$ cat config.mk
export PLATFORM = sky130hd
export DESIGN_NAME = crc32c_acc
export DESIGN_NICKNAME = d
export VERILOG_FILES = /design/src/rtl/crc32c_pkg.sv /design/src/rtl/crc32c_byte_stage.sv /design/src/rtl/crc32c_lane_chain.sv /design/src/rtl/crc32c_width_pick.sv /design/src/rtl/crc32c_acc.sv
export SDC_FILE = /design/constraint.sdc
export NUM_CORES = 1
export LEC_CHECK = 0
export BUFFER_PORTS_ARGS = -buffer_cell sky130_fd_sc_hd__buf_2
export CAP_MARGIN = 0
export CORE_MARGIN = 10
export CORE_UTILIZATION = 65
export DETAILED_ROUTE_END_ITERATION = 6
export PLACE_DENSITY = 0.87
export SETUP_SLACK_MARGIN = 0.15
export SYNTH_ARGS = -nofsm -noshare
export SYNTH_HDL_FRONTEND = slang
export SYNTH_SLANG_ARGS = --single-unit
$ cat constraint.sdc
create_clock -name clk -period 14.6 [get_ports clk]
set_input_delay 1.46 -clock clk [delete_from_list [all_inputs] [get_ports clk]]
set_output_delay 1.46 -clock clk [all_outputs]
set_load 0.01 [all_outputs]
$ cat src/rtl/crc32c_pkg.sv
package crc32c_pkg;

  // Bit-reversed form of 0x11EDC6F41 (implicit x^32 dropped)
  localparam logic [31:0] CRC32C_POLY_REFL = 32'h82F63B78;

  typedef enum logic [1:0] {
    WSEL_8  = 2'b00,
    WSEL_16 = 2'b01,
    WSEL_32 = 2'b10,
    WSEL_64 = 2'b11
  } wsel_e;

  // Number of bytes consumed for a width code
  function automatic int unsigned wsel_bytes(input logic [1:0] w);
    return 32'd1 << w;
  endfunction

  // One reflected bit step: shift right, fold polynomial on carry-out
  function automatic logic [31:0] crc_bit_step(input logic [31:0] c,
                                               input logic        d,
                                               input logic [31:0] poly);
    logic fb;
    fb = c[0] ^ d;
    return (c >> 1) ^ (fb ? poly : 32'h0);
  endfunction

endpackage

$ cat src/rtl/crc32c_byte_stage.sv
module crc32c_byte_stage #(
  parameter int          CRC_W = 32,
  parameter logic [31:0] POLY  = crc32c_pkg::CRC32C_POLY_REFL
) (
  input  logic [CRC_W-1:0] c_in,
  input  logic [7:0]       d_in,
  output logic [CRC_W-1:0] c_out
);
  // Eight unrolled bit steps, LSB of the byte first
  always_comb begin
    logic [CRC_W-1:0] acc;
    acc = c_in;
    for (int b = 0; b < 8; b++) begin
      acc = crc32c_pkg::crc_bit_step(acc, d_in[b], POLY);
    end
    c_out = acc;
  end
endmodule

$ cat src/rtl/crc32c_lane_chain.sv
module crc32c_lane_chain #(
  parameter int          CRC_W  = 32,
  parameter int          DATA_W = 64,
  parameter logic [31:0] POLY   = crc32c_pkg::CRC32C_POLY_REFL,
  localparam int         LANES  = DATA_W / 8
) (
  input  logic [CRC_W-1:0]  seed,
  input  logic [DATA_W-1:0] data,
  output logic [CRC_W-1:0]  taps [LANES]
);
  logic [CRC_W-1:0] link [LANES+1];
  assign link[0] = seed;

  // Byte k is folded after bytes 0..k-1; taps[k] holds the CRC after k+1 bytes
  for (genvar k = 0; k < LANES; k++) begin : g_lane
    crc32c_byte_stage #(.CRC_W(CRC_W), .POLY(POLY)) u_stage (
      .c_in  (link[k]),
      .d_in  (data[8*k +: 8]),
      .c_out (link[k+1])
    );
    assign taps[k] = link[k+1];
  end
endmodule

$ cat src/rtl/crc32c_width_pick.sv
module crc32c_width_pick #(
  parameter int  CRC_W = 32,
  parameter int  LANES = 8,
  localparam int SEL_W = 2
) (
  input  logic [CRC_W-1:0] taps [LANES],
  input  logic [SEL_W-1:0] wsel,
  output logic [CRC_W-1:0] picked
);
  // Width code w selects the tap after 2**w bytes
  always_comb begin
    picked = taps[0];
    for (int w = 0; w < (1 << SEL_W); w++) begin
      if (wsel == SEL_W'(w) && (crc32c_pkg::wsel_bytes(SEL_W'(w)) <= LANES)) begin
        picked = taps[crc32c_pkg::wsel_bytes(SEL_W'(w)) - 1];
      end
    end
  end
endmodule

$ cat src/rtl/crc32c_acc.sv
module crc32c_acc #(
  parameter int          CRC_W  = 32,
  parameter int          DATA_W = 64,
  parameter int          DEST_W = 64,
  parameter logic [31:0] POLY   = crc32c_pkg::CRC32C_POLY_REFL
) (
  input  logic              clk,
  input  logic              rst_n,
  input  logic              req_valid,
  input  logic [1:0]        req_width,
  input  logic [CRC_W-1:0]  crc_in,
  input  logic [DATA_W-1:0] data_in,
  output logic [DEST_W-1:0] crc_out,
  output logic              done
);
  localparam int LANES = DATA_W / 8;
  localparam int PAD_W = DEST_W - CRC_W;

  logic [CRC_W-1:0] lane_taps [LANES];
  logic [CRC_W-1:0] next_crc;
  logic             upd_fire;

  crc32c_lane_chain #(.CRC_W(CRC_W), .DATA_W(DATA_W), .POLY(POLY)) u_chain (
    .seed (crc_in),
    .data (data_in),
    .taps (lane_taps)
  );

  crc32c_width_pick #(.CRC_W(CRC_W), .LANES(LANES)) u_pick (
    .taps   (lane_taps),
    .wsel   (req_width),
    .picked (next_crc)
  );

  assign upd_fire = req_valid;

  always_ff @(posedge clk) begin
    if (!rst_n) begin
      crc_out <= '0;
      done    <= 1'b0;
    end else begin
      done <= upd_fire;
      if (upd_fire) crc_out <= {{PAD_W{1'b0}}, next_crc};
    end
  end
endmodule

==> flow_summary_export.csv, run 1 <==
group,metric,value,unit
yosys,yosysTopAreaCell,"xnor3_1",
yosys,muxShareOfSynthArea,1.44,%
clock_network,post_cts_buffers,0,
worst_hold_path,worstHoldEndpoint,"crc_out[31]$_SDFFE_PN0P_",
setup_path,required,14.79,ns
cells_and_area,layout-drive-gt1-share,20.6,%
yosys,yosysWarnings,0,
detailed_routing,wirelength,39.5,mm
run,max-cap-violations,0,
detailed_routing,drt_iter0_markers,1115,
placement,finalWeightedCongestion,1.00,
sta,min_period,11.03,ns
clock_network,root_buffer,"clkbuf_16",
setup_path,reg2regPathDepth,3,
setup_path,crit_chain,"buf_2, xnor2_2, buf_4, xnor2_2, xnor3_1, xnor2_4, xnor2_1, xnor3_1, xor2_2, xnor2_1, xnor2_2, xor2_2, xnor3_2, xor3_1, xor3_1, xor2_2, xnor3_2, xor2_1, xnor3_1, xnor2_1, mux4_2, a21oi_1",
floorplan,core,20300,um^2
setup_path,cp_slowest_stage_delay,0.80,ns
detailed_routing,ant_nets,0,
placement,port-buffer-count,133,
floorplan,initial_utilization,66.1,%
clock_network,cts_sinks,33,
floorplan,dieArea,26800,um^2
cells_and_area,post-route-util,70.5,%
sta,drv_slew,0,
sta,setup-tns-final,0,ns
yosys,synth-compound-area-share,5.19,%
sta,layout_setup_ws,3.57,ns
cells_and_area,most-common-layout-cells,"xnor2_1 (341), xnor3_1 (210), buf_2 (133)",
sta,slew_headroom,24.9,%
yosys,ys_seq_area_share,4.92,%
global_routing,grt_pass1_wl,57.8,mm
clock_network,cts_resized,0,
clock_network,h-tree-depth,2,
sta,worstMarginPinSlew,1.12,ns
setup_path,worstSetupEndpointType,"register",
detailed_routing,first_pass_iters,5,
clock_network,cts.clk_slew.worst_paths,0.06,ns
yosys,syn_area_per_cell,12.6,um^2
setup_path,arrival,11.23,ns
setup_path,cp-start-kind,"input pin",
setup_path,rrSetupSlack,13.78,ns
cells_and_area,n_fill_cell,1489,
setup_path,cp_slowest_cell,"xnor3_1",
cells_and_area,antennaDiodeCount,0,
yosys,synthSimpleGateAreaFrac,1.86,%
clock_network,clockBufferDepth,2,
yosys,synth_area,13400,um^2
clock_network,cts_made_buffers,5,
floorplan,row_count,52,
clock_network,insertion_delay,0.27,ns
yosys,synthAdderAreaFrac,0,%
sta,rsz0062_at_grt,"no",
global_routing,antenna_found_initial,0,
setup_path,crit_buf_inv,2,
setup_path,worstSetupPathType,"input pin to register",
detailed_routing,wl_per_cell,27.3,um
placement,dpl.hpwl,33.1,mm
sta,finalSetupViolations,0,
sta,hold_violations,0,
worst_hold_path,holdCritPathClass,"register to register",
yosys,synthTopCellsByArea,"xnor3_1 (35%), xnor2_1 (22%), xor2_1 (7.1%)",
floorplan,dieWidth,164,um
clock_network,tritoncts,"done",
setup_path,rr_endpoint,"crc_out[15]$_SDFFE_PN0P_",
cells_and_area,layout_commonest_cell,"xnor2_1",
floorplan,die_h,164,um
worst_hold_path,holdPathStages,2,
yosys,syn_inst,1068,
yosys,synth_cell_types,43,
placement,place_worst_setup_slack,3.46,ns
sta,finClkSkew,0,ns
sta,fmax,0.0907,GHz
setup_path,cp_top_family,"XOR/XNOR gates",
detailed_routing,via_count,8601,
detailed_routing,drc,0,
global_routing,gr-total-overflow,0,
worst_hold_path,hold_start,"crc_out[31]$_SDFFE_PN0P_",
yosys,synth_top_family_by_area,"XOR/XNOR gates",
cells_and_area,regArea,661,um^2
floorplan,ios,166,
detailed_routing,avgViaCountPerCell,5.94,
yosys,synth_xor_area_share,83.5,%
global_routing,grt_max_degree,62,
global_routing,grt_pass1_vias,8734,
status,outcome,"finished clean",
setup_path,worst-path-max-fanout,13,
setup_path,worstReg2RegStart,"crc_out[15]$_SDFFE_PN0P_",
yosys,ys_seq_elements,33,
global_routing,grt_usage,29.0,%
sta,period_share,75.6,%
cells_and_area,multiInputGateArea,12500,um^2
yosys,yosysTopAreaCellShare,35.2,%
cells_and_area,syn_to_final_growth,6.59,%
cells_and_area,nets,1277,
clock_network,holdBufCountCts,0,
-- per-layer routing --
| metal | vias to the layer above | track usage (%) | part of all wire [%] |
|---|---|---|---|
| met4 | 0 | 6.78 | 2.8 |
| met5 | - | 0 | 0 |
| met1 | 4140 | 40.9 | 41 |
| met3 | 70 | 5.41 | 12 |
| met2 | 593 | 45.7 | 44 |
| li1 | 3798 | - | - |
-- sequential cells by signal (all words and copies together) (netlist names) --
register,cells
crc_out,32
done,1
-- worst max-delay path by stage --
stage / start / end / slack, ns / depth (start not counted)
final: data_in[2] / crc_out[10]$_SDFFE_PN0P_ / 3.57 / 22
after global routing: data_in[2] / crc_out[9]$_SDFFE_PN0P_ / 3.29 / 22
after CTS: data_in[2] / crc_out[10]$_SDFFE_PN0P_ / 3.67 / 22
after detailed placement: data_in[2] / crc_out[10]$_SDFFE_PN0P_ / 3.46 / 22
after global placement: data_in[2] / crc_out[9]$_SDFFE_PN0P_ / 3.44 / 22
after floorplan: data_in[1] / crc_out[9]$_SDFFE_PN0P_ / 5.19 / 21
-- worst register-to-register path: stages, from the launching register on --
cell     delay [ns]
dfxtp_1        0.37
nor2_1         0.05
a31oi_1        0.18
o311a_1        0.17
-- synthesized netlist by cell type, drive strengths merged --
cell type,count
inv,4
xnor2,387
a2bb2oi,2
a31o,1
mux2,1
and2,1
buf,41
mux4,5
nor2b,6
o22ai,1
nor2,38
o311a,1
or3,1
dfxtp,33
clkinv,1
nand4b,1
clkbuf,24
conb,1
mux2i,7
xnor3,232
a21oi,41
a31oi,5
o221a,5
a21boi,1
xor3,32
a211oi,2
o221ai,15
xor2,126
nand2,13
o21a,2
o211ai,1
o21ai,37
-- area by class of cell --
cell class | instances | area share [%]
Multi-Input combinational cell | 996 | 87.2
Timing Repair Buffer | 135 | 4.76
Sequential cell | 33 | 4.62
Tap cell | 270 | 2.36
Clock buffer | 6 | 0.901
Inverter | 5 | 0.131
Clock inverter | 2 | 0.0700
-- per-stage QoR --
stage	cell area (um^2)	std cells	hold slack, ns
3_5_place_dp	14200	1439	0.478
6_report	14300	1447	0.492
5_1_grt	14300	1447	0.514
4_1_cts	14300	1447	0.488
2_1_floorplan	13500	1099	0.497
3_3_place_gp	14200	1439	0.472
-- cell families after synthesis --
group	Yosys count
XOR/XNOR	777
other	1
AND/OR/NAND/NOR	60
buffers and inverters	70
flip-flops	33
AO/OA/AOI/OAI	114
multiplexers	13
Power of run 1 is not shown: default switching activity piles up to over one toggle a cycle in this logic, so the estimate is an artifact.
==> run 2: changes to the inputs <==
--- a/config.mk
+++ b/config.mk
@@ -8,9 +8,9 @@
 export BUFFER_PORTS_ARGS = -buffer_cell sky130_fd_sc_hd__buf_2
 export CAP_MARGIN = 0
 export CORE_MARGIN = 10
-export CORE_UTILIZATION = 65
+export CORE_UTILIZATION = 62
 export DETAILED_ROUTE_END_ITERATION = 6
-export PLACE_DENSITY = 0.87
+export PLACE_DENSITY = 0.83
 export SETUP_SLACK_MARGIN = 0.15
 export SYNTH_ARGS = -nofsm -noshare
 export SYNTH_HDL_FRONTEND = slang
==> constraint.sdc (replaced) <==
create_clock -name clk -period 10.8 [get_ports clk]
set_input_delay 1.08 -clock clk [delete_from_list [all_inputs] [get_ports clk]]
set_output_delay 1.08 -clock clk [all_outputs]
set_load 0.01 [all_outputs]
==> flow_summary_export.csv, run 2 (same netlist as run 1, synthesis figures left out) <==
group,metric,value,unit
clock_network,cts_sinks,33,
global_routing,grt_max_degree,62,
cells_and_area,syn_to_final_growth,8.80,%
floorplan,ios,166,
cells_and_area,nets,1311,
sta,fmax,0.0966,GHz
sta,period_share,95.8,%
run,max-cap-violations,0,
clock_network,h-tree-depth,2,
global_routing,grt_pass1_vias,8977,
sta,slew_headroom,31.0,%
clock_network,post_cts_buffers,0,
detailed_routing,via_count,8762,
sta,worstMarginPinSlew,1.03,ns
cells_and_area,most-common-layout-cells,"xnor2_1 (341), xnor3_1 (209), buf_2 (133)",
clock_network,clockBufferDepth,2,
cells_and_area,antennaDiodeCount,0,
detailed_routing,ant_nets,0,
floorplan,initial_utilization,63.4,%
cells_and_area,top_register,"crc_out",
placement,port-buffer-count,133,
cells_and_area,top_regs,"crc_out x32, done x1",
clock_network,root_buffer,"clkbuf_16",
cells_and_area,largest_reg_flops,32,
detailed_routing,drc,0,
detailed_routing,highest_layer,"met4",
global_routing,gr-total-overflow,0,
detailed_routing,avgViaCountPerCell,5.90,
placement,dpl.hpwl,33.8,mm
clock_network,cts.clk_slew.worst_paths,0.05,ns
detailed_routing,wl_met2,17.8,mm
detailed_routing,first_pass_iters,6,
floorplan,die_h,167,um
setup_path,worstSetupPathType,"input pin to register",
floorplan,dieWidth,167,um
sta,finalSetupViolations,0,
setup_path,worstSetupEndpointType,"register",
setup_path,arrival,10.54,ns
cells_and_area,post-route-util,69.0,%
setup_path,cp-start-kind,"input pin",
placement,finalWeightedCongestion,1.00,
clock_network,insertion_delay,0.27,ns
setup_path,required,11.00,ns
setup_path,worst-path-max-fanout,14,
detailed_routing,drt_iter0_markers,1144,
detailed_routing,wirelength,40.0,mm
detailed_routing,wl_per_cell,26.9,um
sta,finClkSkew,0,ns
detailed_routing,wl_met1,16.6,mm
worst_hold_path,holdCritPathClass,"register to register",
floorplan,row_count,53,
sta,min_period,10.35,ns
cells_and_area,layout_commonest_cell,"xnor2_1",
clock_network,tritoncts,"done",
sta,rsz0062_at_grt,"no",
floorplan,core,21200,um^2
global_routing,grt_usage,27.7,%
global_routing,grt_pass1_wl,59.2,mm
sta,setup-tns-final,0,ns
detailed_routing,wl_met3,4.36,mm
global_routing,antenna_found_initial,1,
sta,hold_violations,0,
floorplan,dieArea,27900,um^2
cells_and_area,layout-drive-gt1-share,22.9,%
clock_network,cts_made_buffers,5,
status,outcome,"finished clean",
sta,drv_slew,0,
-- run 2: changes by cell type in the layout (fill, tap and decap cells not counted), sizes merged --
cell and delta:
buf +34, clkinv -2, bufinv +1, clkbuf +1
-- run 2: final timing paths --
path	start	end	slack, ns	cells after the start
worst max-delay path	data_in[1]	crc_out[10]$_SDFFE_PN0P_	0.45	21
worst min-delay path	crc_out[11]$_SDFFE_PN0P_	crc_out[11]$_SDFFE_PN0P_	0.50	2
worst max register to register	crc_out[15]$_SDFFE_PN0P_	crc_out[15]$_SDFFE_PN0P_	9.97	3
worst min register to register	crc_out[11]$_SDFFE_PN0P_	crc_out[11]$_SDFFE_PN0P_	0.50	2
-- run 2: stage by stage --
step	hold slack, ns	setup slack (ns)	cells	area (um^2)
2_1_floorplan	0.497	1.77	1099	13500
3_3_place_gp	0.474	0.287	1478	14400
3_5_place_dp	0.484	0.213	1478	14400
4_1_cts	0.492	0.423	1486	14600
5_1_grt	0.515	0.196	1486	14600
6_report	0.497	0.452	1486	14600
-- run 2: critical path, cell delays in order --
cell	delay (ns)
buf_2	0.13
xnor2_4	0.40
xnor3_1	0.58
xnor3_2	0.70
xnor2_1	0.48
xnor3_2	0.63
xnor2_4	0.41
xor3_2	0.63
xnor3_1	0.36
xnor3_2	0.50
xnor2_2	0.53
xor2_1	0.32
xnor3_1	0.56
xnor3_2	0.53
xor2_2	0.42
xnor3_2	0.52
xor2_1	0.42
xnor3_1	0.49
xnor2_1	0.16
mux4_2	0.51
a21oi_1	0.16
-- run 2: repair_timing --
action                                  4_1_cts  5_1_grt
hold buffers                                  0        0
resized for setup                             0        1
endpoints found under the setup margin        0        3
-- run 2: layer usage --
metal  track usage (%)  vias to the layer above
li1                  -                     3862
met5                 0                        -
met3              7.30                       61
met2              42.3                      552
met4              7.95                        0
met1              38.2                     4287
-- run 2: area by class of cell --
class	instances	area, um^2
Multi-Input combinational cell	996	12500
Fill cell	1566	6550
Timing Repair Buffer	169	936
Sequential cell	33	661
Tap cell	275	344
Clock buffer	7	143
Clock inverter	1	30.0
Inverter	5	18.8
Power of run 2 is left out for the same reason.
